File: src/rtl/mpwm_pkg.sv
package mpwm_pkg;
  localparam int CSEL_W = 3;
  localparam int ADR_W  = 4;

  localparam logic [ADR_W-1:0] A_CTRL   = 4'd0;
  localparam logic [ADR_W-1:0] A_PERIOD = 4'd1;
  localparam logic [ADR_W-1:0] A_POL    = 4'd2;
  localparam logic [ADR_W-1:0] A_EN     = 4'd3;
  localparam logic [ADR_W-1:0] A_STAGE0 = 4'd4;
  localparam logic [ADR_W-1:0] A_ACT0   = 4'd8;
  localparam logic [ADR_W-1:0] A_CNT    = 4'd12;

  localparam int B_RUN  = 0;
  localparam int B_IE   = 1;
  localparam int B_FLAG = 2;
  localparam int B_CSEL = 4;
  localparam int B_OSEL = 15;

  typedef struct packed {
    logic [CSEL_W-1:0] csel;
    logic              ie;
    logic              run;
  } ctrl_t;
endpackage

File: src/rtl/mpwm_timebase.sv
module mpwm_timebase
  import mpwm_pkg::*;
#(
  parameter int CNT_W   = 10,
  parameter int PRESC_W = 7
) (
  input  logic              clk,
  input  logic              rst,
  input  logic              run,
  input  logic [CSEL_W-1:0] csel,
  input  logic [CNT_W-1:0]  period,
  output logic              tick,
  output logic              match,
  output logic [CNT_W-1:0]  cnt
);
  logic [PRESC_W-1:0] presc;
  logic [PRESC_W-1:0] mask;

  always_comb begin
    mask  = PRESC_W'((32'd1 << csel) - 32'd1);
    tick  = run && ((presc & mask) == mask);
    match = tick && (cnt == period);
  end

  always_ff @(posedge clk) begin
    if (rst) begin
      presc <= '0;
      cnt   <= '0;
    end else begin
      presc <= run ? presc + 1'b1 : '0;
      if (tick) begin
        if (cnt == period) cnt <= '0;
        else               cnt <= cnt + 1'b1;
      end
    end
  end
endmodule

File: src/rtl/mpwm_channel.sv
module mpwm_channel #(
  parameter int CNT_W = 10
) (
  input  logic             clk,
  input  logic             rst,
  input  logic             tick,
  input  logic             match,
  input  logic [CNT_W-1:0] cnt,
  input  logic [CNT_W-1:0] stage_duty,
  input  logic             stage_sel,
  output logic [CNT_W-1:0] act_duty,
  output logic             act_sel,
  output logic [1:0]       pair_raw
);
  always_ff @(posedge clk) begin
    if (rst) begin
      act_duty <= '0;
      act_sel  <= 1'b0;
      pair_raw <= 2'b00;
    end else if (match) begin
      act_duty <= stage_duty;
      act_sel  <= stage_sel;
      pair_raw <= stage_sel ? 2'b10 : 2'b01;
    end else if (tick && (cnt == act_duty)) begin
      pair_raw <= 2'b00;
    end
  end
endmodule

File: src/rtl/mpwm_outstage.sv
module mpwm_outstage #(
  parameter int NPIN = 8
) (
  input  logic            clk,
  input  logic            rst,
  input  logic [NPIN-1:0] raw,
  input  logic [NPIN-1:0] en,
  input  logic [NPIN-1:0] pol,
  output logic [NPIN-1:0] pins
);
  for (genvar i = 0; i < NPIN; i++) begin : g_pin
    always_ff @(posedge clk) begin
      if (rst) pins[i] <= 1'b0;
      else     pins[i] <= (raw[i] & en[i]) ^ pol[i];
    end
  end
endmodule

File: src/rtl/mpwm_regs.sv
module mpwm_regs
  import mpwm_pkg::*;
#(
  parameter int CNT_W  = 10,
  parameter int NCH    = 4,
  parameter int DATA_W = 16
) (
  input  logic                       clk,
  input  logic                       rst,
  input  logic                       we,
  input  logic [ADR_W-1:0]           addr,
  input  logic [DATA_W-1:0]          wdata,
  input  logic                       match,
  input  logic [CNT_W-1:0]           cnt,
  input  logic [NCH-1:0][CNT_W-1:0]  act_duty,
  input  logic [NCH-1:0]             act_sel,
  output ctrl_t                      ctrl,
  output logic [CNT_W-1:0]           period,
  output logic [2*NCH-1:0]           pol,
  output logic [2*NCH-1:0]           en,
  output logic [NCH-1:0][CNT_W-1:0]  stage_duty,
  output logic [NCH-1:0]             stage_sel,
  output logic                       flag,
  output logic                       irq,
  output logic [DATA_W-1:0]          rdata
);
  localparam int NPIN = 2 * NCH;
  logic [DATA_W-1:0] rd_mux;

  always_ff @(posedge clk) begin
    if (rst) begin
      ctrl   <= '0;
      period <= '1;
      pol    <= '0;
      en     <= '0;
    end else if (we) begin
      case (addr)
        A_CTRL: begin
          ctrl.run  <= wdata[B_RUN];
          ctrl.ie   <= wdata[B_IE];
          ctrl.csel <= wdata[B_CSEL +: CSEL_W];
        end
        A_PERIOD: period <= wdata[CNT_W-1:0];
        A_POL:    pol    <= wdata[NPIN-1:0];
        A_EN:     en     <= wdata[NPIN-1:0];
        default: ;
      endcase
    end
  end

  for (genvar c = 0; c < NCH; c++) begin : g_stage
    always_ff @(posedge clk) begin
      if (rst) begin
        stage_duty[c] <= '0;
        stage_sel[c]  <= 1'b0;
      end else if (we && (addr == ADR_W'(A_STAGE0 + c))) begin
        stage_duty[c] <= wdata[CNT_W-1:0];
        stage_sel[c]  <= wdata[B_OSEL];
      end
    end
  end

  always_ff @(posedge clk) begin
    if (rst) begin
      flag <= 1'b0;
      irq  <= 1'b0;
    end else begin
      if (match)                                         flag <= 1'b1;
      else if (we && addr == A_CTRL && !wdata[B_FLAG])   flag <= 1'b0;
      irq <= flag & ctrl.ie;
    end
  end

  always_comb begin
    rd_mux = '0;
    case (addr)
      A_CTRL: begin
        rd_mux[B_RUN]               = ctrl.run;
        rd_mux[B_IE]                = ctrl.ie;
        rd_mux[B_FLAG]              = flag;
        rd_mux[B_CSEL +: CSEL_W]    = ctrl.csel;
      end
      A_PERIOD: rd_mux[CNT_W-1:0] = period;
      A_POL:    rd_mux[NPIN-1:0]  = pol;
      A_EN:     rd_mux[NPIN-1:0]  = en;
      A_CNT:    rd_mux[CNT_W-1:0] = cnt;
      default: ;
    endcase
    for (int c = 0; c < NCH; c++) begin
      if (addr == ADR_W'(A_STAGE0 + c)) begin
        rd_mux[CNT_W-1:0] = stage_duty[c];
        rd_mux[B_OSEL]    = stage_sel[c];
      end
      if (addr == ADR_W'(A_ACT0 + c)) begin
        rd_mux[CNT_W-1:0] = act_duty[c];
        rd_mux[B_OSEL]    = act_sel[c];
      end
    end
  end

  always_ff @(posedge clk) begin
    if (rst) rdata <= '0;
    else     rdata <= rd_mux;
  end
endmodule

File: src/rtl/mpwm_timer.sv
module mpwm_timer
  import mpwm_pkg::*;
#(
  parameter int CNT_W   = 10,
  parameter int NCH     = 4,
  parameter int PRESC_W = 7,
  parameter int DATA_W  = 16
) (
  input  logic              clk,
  input  logic              rst,
  input  logic              reg_we,
  input  logic [3:0]        reg_addr,
  input  logic [DATA_W-1:0] reg_wdata,
  output logic [DATA_W-1:0] reg_rdata,
  output logic [2*NCH-1:0]  pwm_out,
  output logic              irq
);
  localparam int NPIN = 2 * NCH;

  ctrl_t                     ctrl;
  logic [CNT_W-1:0]          period;
  logic [NPIN-1:0]           pol;
  logic [NPIN-1:0]           en;
  logic [NCH-1:0][CNT_W-1:0] stage_duty;
  logic [NCH-1:0]            stage_sel;
  logic [NCH-1:0][CNT_W-1:0] act_duty;
  logic [NCH-1:0]            act_sel;
  logic                      flag;
  logic                      tick;
  logic                      match;
  logic [CNT_W-1:0]          cnt;
  logic [NPIN-1:0]           raw;

  mpwm_regs #(.CNT_W(CNT_W), .NCH(NCH), .DATA_W(DATA_W)) u_regs (
    .clk(clk), .rst(rst), .we(reg_we), .addr(reg_addr), .wdata(reg_wdata),
    .match(match), .cnt(cnt), .act_duty(act_duty), .act_sel(act_sel),
    .ctrl(ctrl), .period(period), .pol(pol), .en(en),
    .stage_duty(stage_duty), .stage_sel(stage_sel),
    .flag(flag), .irq(irq), .rdata(reg_rdata)
  );

  mpwm_timebase #(.CNT_W(CNT_W), .PRESC_W(PRESC_W)) u_tb (
    .clk(clk), .rst(rst), .run(ctrl.run), .csel(ctrl.csel), .period(period),
    .tick(tick), .match(match), .cnt(cnt)
  );

  for (genvar c = 0; c < NCH; c++) begin : g_ch
    mpwm_channel #(.CNT_W(CNT_W)) u_ch (
      .clk(clk), .rst(rst), .tick(tick), .match(match), .cnt(cnt),
      .stage_duty(stage_duty[c]), .stage_sel(stage_sel[c]),
      .act_duty(act_duty[c]), .act_sel(act_sel[c]),
      .pair_raw(raw[2*c+1:2*c])
    );
  end

  mpwm_outstage #(.NPIN(NPIN)) u_out (
    .clk(clk), .rst(rst), .raw(raw), .en(en), .pol(pol), .pins(pwm_out)
  );
endmodule

File: config.mk
export PLATFORM = sky130hd
export DESIGN_NAME = mpwm_timer
export DESIGN_NICKNAME = d
export VERILOG_FILES = /design/src/rtl/mpwm_pkg.sv /design/src/rtl/mpwm_timebase.sv /design/src/rtl/mpwm_channel.sv /design/src/rtl/mpwm_outstage.sv /design/src/rtl/mpwm_regs.sv /design/src/rtl/mpwm_timer.sv
export SDC_FILE = /design/constraint.sdc
export NUM_CORES = 1
export LEC_CHECK = 0
export BUFFER_PORTS_ARGS = -buffer_cell sky130_fd_sc_hd__buf_2
export CAP_MARGIN = 15
export CORE_ASPECT_RATIO = 2
export CORE_UTILIZATION = 24
export CTS_CLUSTER_SIZE = 20
export DETAILED_ROUTE_END_ITERATION = 8
export PLACE_DENSITY = 0.43
export SLEW_MARGIN = 5
export SYNTH_ARGS = -nofsm -noshare
export SYNTH_HDL_FRONTEND = slang
export SYNTH_SLANG_ARGS = --single-unit
File: constraint.sdc
create_clock -name clk -period 3.3 [get_ports clk]
set_input_delay 0.33 -clock clk [delete_from_list [all_inputs] [get_ports clk]]
set_output_delay 0.33 -clock clk [all_outputs]
set_load 0.01 [all_outputs]
Word level (Yosys, flattened, before mapping)
Cells that the tools add are included.

word-level totals
  flip-flop bits (word level) = 170
  bits in latches = 0
  memory bits (writable) = 0
  bits in read-only memories = 0
  input port bits = 23
  word-level logic and storage cells = 141
  memories = 0

operators by class
  add/subtract/negate cells = 3
  $mul = 0
  divide/modulo/power cells = 0
  $lt $le $gt $ge = 0
  eq/ne operators = 18
  shifts and indexed selects = 1
  multiplexer cells = 36
  bitwise gates (word level) = 19
  reduce and logical (&&, ||, !) cells = 24

operators by type and width
  operator               number
  $mux 10                9
  $eq 10x10->1           5
  $pmux 3 s5             2
  $mux 2                 12
  $eq 4x4->1 const B     5
  $eq 4x3->1 const B     4
  $logic_and 1x1->1      12
  $add 10x1->10 const B  1
  $mux 1                 10
  $reduce_bool 2->1      5
  $and 1x1->1            9
  $eq 4x2->1 const B     2
  $pmux 1 s4             2
  $reduce_and 2->1       4
  $xor 1x1->1            8
  $add 7x1->7 const B    1
  $and 7x7->7            1
  $eq 7x7->1             1
  $shl 1x3->7 const A    1
  $sub 7x1->7 const B    1
  $eq 4x1->1 const B     1
  $logic_not 4->1        1
  $pmux 2 s2             1
  $reduce_or 2->1        1
  2 further kinds        2

Longest topological paths before layout
  depth in word-level cells = 10
  gate-level depth with buffers = 10
  mapped depth without buffers = 8

Cells and area by module
Synthesis repeated with hierarchy kept, for this count alone.

second synthesis, totals
  cell total of the unflattened synthesis = 965
  area total of the unflattened synthesis = 8341.8 sq um

modules (own cells, without submodules)
  module         times used  cells an instance  area each (sq um)  seq. area each (sq um)
  mpwm_regs      1           586                4674.5             1761.7
  mpwm_channel   4           57                 564.3              260.2
  mpwm_timebase  1           118                1034.7             340.3
  mpwm_outstage  1           33                 375.4              160.2

Worst setup path after synthesis
No wires, ideal clock.

  path type = register to register
  start point = register, netlist name u_regs.ctrl[4]
  end point = register u_tb.cnt[3]
  library setup time = 0.137 ns
  data arrival time = 2.150 ns
  path slack = 1.013 ns
  cell stages (with the launch flop) = 9
  buffers on the path = 2
  period minus slack after synthesis = 2.287 ns
  path through = dfxtp_1 clkbuf_1 or3_1 ha_1 o221ai_1 o21bai_1 clkbuf_1 a2111oi_0 o32ai_1

between the ends
  longest elaborated chain between the ends = 5

RTL lines
  what                    RTL line             source
  $shl 1x3->7 (*)         mpwm_timebase.sv:20  mask = PRESC_W'((32'd1 << csel) - 32'd1);
  $sub 7x1->7 (*)         mpwm_timebase.sv:20
  $and 7x7->7             mpwm_timebase.sv:21  tick = run && ((presc & mask) == mask);
  $eq 7x7->1 (*)          mpwm_timebase.sv:21
  $logic_and 1x1->1 (*)   mpwm_timebase.sv:21
  end signal: assignment  mpwm_timebase.sv:33  else cnt <= cnt + 1'b1;
  end: declaration        mpwm_timebase.sv:14  output logic [CNT_W-1:0] cnt

Every way passes the cells marked *; elsewhere a longest branch is shown, timed or not.
A chain may end at the register's enable or synchronous reset.

Worst setup path after layout
  start point = register u_tb.cnt[2]
  end point = register g_ch[2].u_ch.act_duty[3]

between the ends
  longest elaborated chain between the ends = 2

RTL lines
  what                    RTL line             source
  $eq 10x10->1            mpwm_timebase.sv:22  match = tick && (cnt == period);
  $logic_and 1x1->1       mpwm_timebase.sv:22
  end signal: assignment  mpwm_channel.sv:21   act_duty <= stage_duty;
  end: declaration        mpwm_channel.sv:11   output logic [CNT_W-1:0] act_duty,

Every way passes these cells.

==> results_dict.tcl <==
set metrics [dict create \
    ant_nets 0 \
    final_nets 1088 \
    cts.sinks 165 \
    area_growth_pct 15.6 \
    slew_viol_final 0 \
    synth-edff-count 0 \
    fp.dieH_um 267 \
    drt-total-wl_um 33100 \
    max_freq_ghz 0.365 \
    p_leak_nw 3.53 \
    cp-end-kind "flip-flop" \
    crit_required_ns 3.67 \
    tightest_slew_ns 0.871 \
    place_congestion 0.863 \
    grt_pass1_wl_um 49500 \
    p_comb_share_pct 8.1 \
    root_buffer "clkbuf_16" \
    synthArstFlopShare_pct 0 \
    slew_headroom_pct 41.5 \
    start_util_pct 24.5 \
    io_buffer_count 37 \
    die_w_um 135 \
    cts_resized 0 \
    slowest_delay_ns 0.73 \
    syn_area_sq_um 8440 \
    diodes 0 \
    seqPwrFrac_pct 45.6 \
    period_share_pct 83.0 \
    die_area_sq_um 36000 \
    p_sw_share_pct 27.0 \
    dp_hpwl_um 24200 \
    routedWlPerCell_um 21.8 \
    worstPathArrival_ns 3.11 \
    avgSynthCellArea_sq_um 8.06 \
    core_region_area_sq_um 34500 \
    synth_most_common_cell "nand2_1" \
    cellPowerDensity_nw_per_um2 456 \
    cts_made_buffers 17 \
    criticalPathCategory "flip-flop to flip-flop" \
    clockPowerShare_pct 46.3 \
    stdcell_count 1516 \
    crit_top_cell "nor4_4" \
    fin_worst_skew_ns 0.0130 \
    synth-seq-area-share_pct 39.1 \
    p_total_mw 4.45 \
    drc_errors 0 \
    clockBufferDepth 2 \
    synth_area_leaders "dfxtp_1 (39%), nand2_1 (11%), mux2i_1 (7.6%)" \
    status "completed" \
    yosysTopAreaCell "dfxtp_1" \
    cts.reportedPaths.clkPinSlew_ns 0.07 \
    cts-htree-levels 4 \
    switching_power_mw 1.20 \
    antenna_found_initial 0 \
    slowest_stage "dfxtp_1" \
    drt_iter0_markers 373 \
    avgViaCountPerCell 5.06 \
    rsz0062_at_grt "no" \
    ys_ff_latch 165 \
    start_kind "flip-flop" \
    drive_gt1_share_pct 13.1 \
    via_count 7664 \
    grt_pass1_vias 7673 \
    crit_buf_inv 1 \
    critPathMaxFanout 41 \
    placedCellCount 1484 \
    cts_tree "yes" \
    peakVddDrop_mv 0.342 \
    drv_cap 0 \
    pin_count 48 \
    internal_power_mw 3.25 \
    cp_top_family "simple AND/OR/NAND/NOR gates" \
    tns_ns 0 \
    holdBufCountCts 0 \
    synth_top_area_share_pct 39.1 \
    hold_viol 0 \
    synth_commonest_cells "nand2_1 (257), dfxtp_1 (165), a21oi_1 (87)" \
    hold_class "input pin to flip-flop" \
    yosys_warnings 0 \
    final_area_sq_um 9760 \
    setup_viol 0 \
    grt_max_degree 57 \
    dpl-instance-area_sq_um 9170 \
    post-route-min-period_ns 2.74 \
    track_usage_pct 19.0 \
    post_cts_buffers 0 \
    insertion_delay_ns 0.46 \
    first_pass_iters 4 \
    ys_types 68 \
    cp_cell_sequence "xor2_1 > nor4_4 > nand3_2 > nor4_4 > buf_12 > mux2i_1" \
    synth_ff_type "dfxtp_1" \
    grt_overflow_total 0 \
    rows 96 \
    synth_cells 1047 \
]
## per-stage QoR
step / setup WS, ns / hold WS, ns / utilization, %
floorplan: 1.01 / 0.426 / -
global placement: 0.594 / 0.442 / 26.6
detailed placement: 0.582 / 0.449 / 26.6
CTS: 0.543 / 0.139 / 28.3
global route: 0.410 / 0.150 / 28.3
finish: 0.560 / 0.156 / 28.3
## cell usage in the layout, fill, tap and decap left out, drive strengths merged, types with 10 or more instances in the layout
master,Yosys,final
nand3,39,39
a21oi,87,87
inv,15,20
a2111oi,14,14
o22ai,11,11
mux2i,64,64
xnor2,13,13
a22oi,12,12
clkbuf,67,18
nand2,257,257
dfxtp,165,165
xor2,51,51
o32ai,18,18
buf,27,86
nor2,45,45
o21ai,22,22
or3,10,10
nor4,12,12
## registers in the layout, indices dropped and copies added (netlist names)
name,cells
u_tb.presc,7
u_tb.cnt,10
u_regs.en,8
g_ch.u_ch.pair_raw,8
u_regs.ctrl,5
u_regs.period,10
u_regs.rdata,11
u_regs.stage_sel,4
g_ch.u_ch.act_sel,4
u_regs.irq,1
u_regs.flag,1
g_ch.u_ch.act_duty,40
u_regs.stage_duty,40
u_regs.pol,8
u_out.pins,8
## worst min-delay path, cell delays in order
cell and delay (ns):
buf_2 0.13, nand2_1 0.06, a21oi_1 0.05
## power by group through the flow
stage / Combinational (mW) / Sequential (mW) / Clock [mW]
after floorplan: 0.203 / 2.07 / 0
after global placement: 0.362 / 2.07 / 0
after detailed placement: 0.362 / 2.07 / 0
after CTS: 0.362 / 2.03 / 2.12
after global routing: 0.384 / 2.03 / 2.20
final: 0.361 / 2.03 / 2.06
## path summary, 6_finish.rpt
path,from,to,slack (ns),depth (start not counted)
setup / recovery,u_tb.cnt[2]$_SDFFE_PP0P_,g_ch[2].u_ch.act_duty[3]$_SDFFE_PP0P_,0.56,6
hold reg to reg,u_regs.pol[5]$_SDFFE_PP0P_,u_regs.pol[5]$_SDFFE_PP0P_,0.46,2
setup reg to reg,u_tb.cnt[2]$_SDFFE_PP0P_,g_ch[2].u_ch.act_duty[3]$_SDFFE_PP0P_,0.56,6
hold / removal,reg_wdata[15],u_regs.stage_sel[0]$_SDFFE_PP0P_,0.16,3
## layout make-up
class / count / area [sq um]
fill: 3712 / 24700
multi-input combinational: 777 / 4670
sequential: 165 / 3300
timing repair buffer: 86 / 581
tap: 441 / 552
clock buffer: 18 / 429
clock inverter: 14 / 165
inverter: 15 / 57.6
## metal layers
metal / share of wire [%] / up-vias / track usage, %
met1: 38 / 3701 / 19.9
met3: 2.7 / 91 / 2.80
met5: 0 / - / 0
li1: - / 3676 / -
met4: 7.4 / 0 / 14.4
met2: 51 / 196 / 34.0
## cells by family (layout without fill, tap and decap cells)
family	after synthesis	count (layout)	synth area share [%]
adder cells (fa/ha/maj)	4	4	0.563
other	1	5	0.0444
AO/OA/AOI/OAI	215	215	16.8
flip-flops	165	165	39.1
AND/OR/NAND/NOR	414	414	21.8
XOR/XNOR	64	64	6.64
buffers and inverters	109	133	5.68
multiplexers	75	75	9.32
Power figures use the tool's default switching activity.
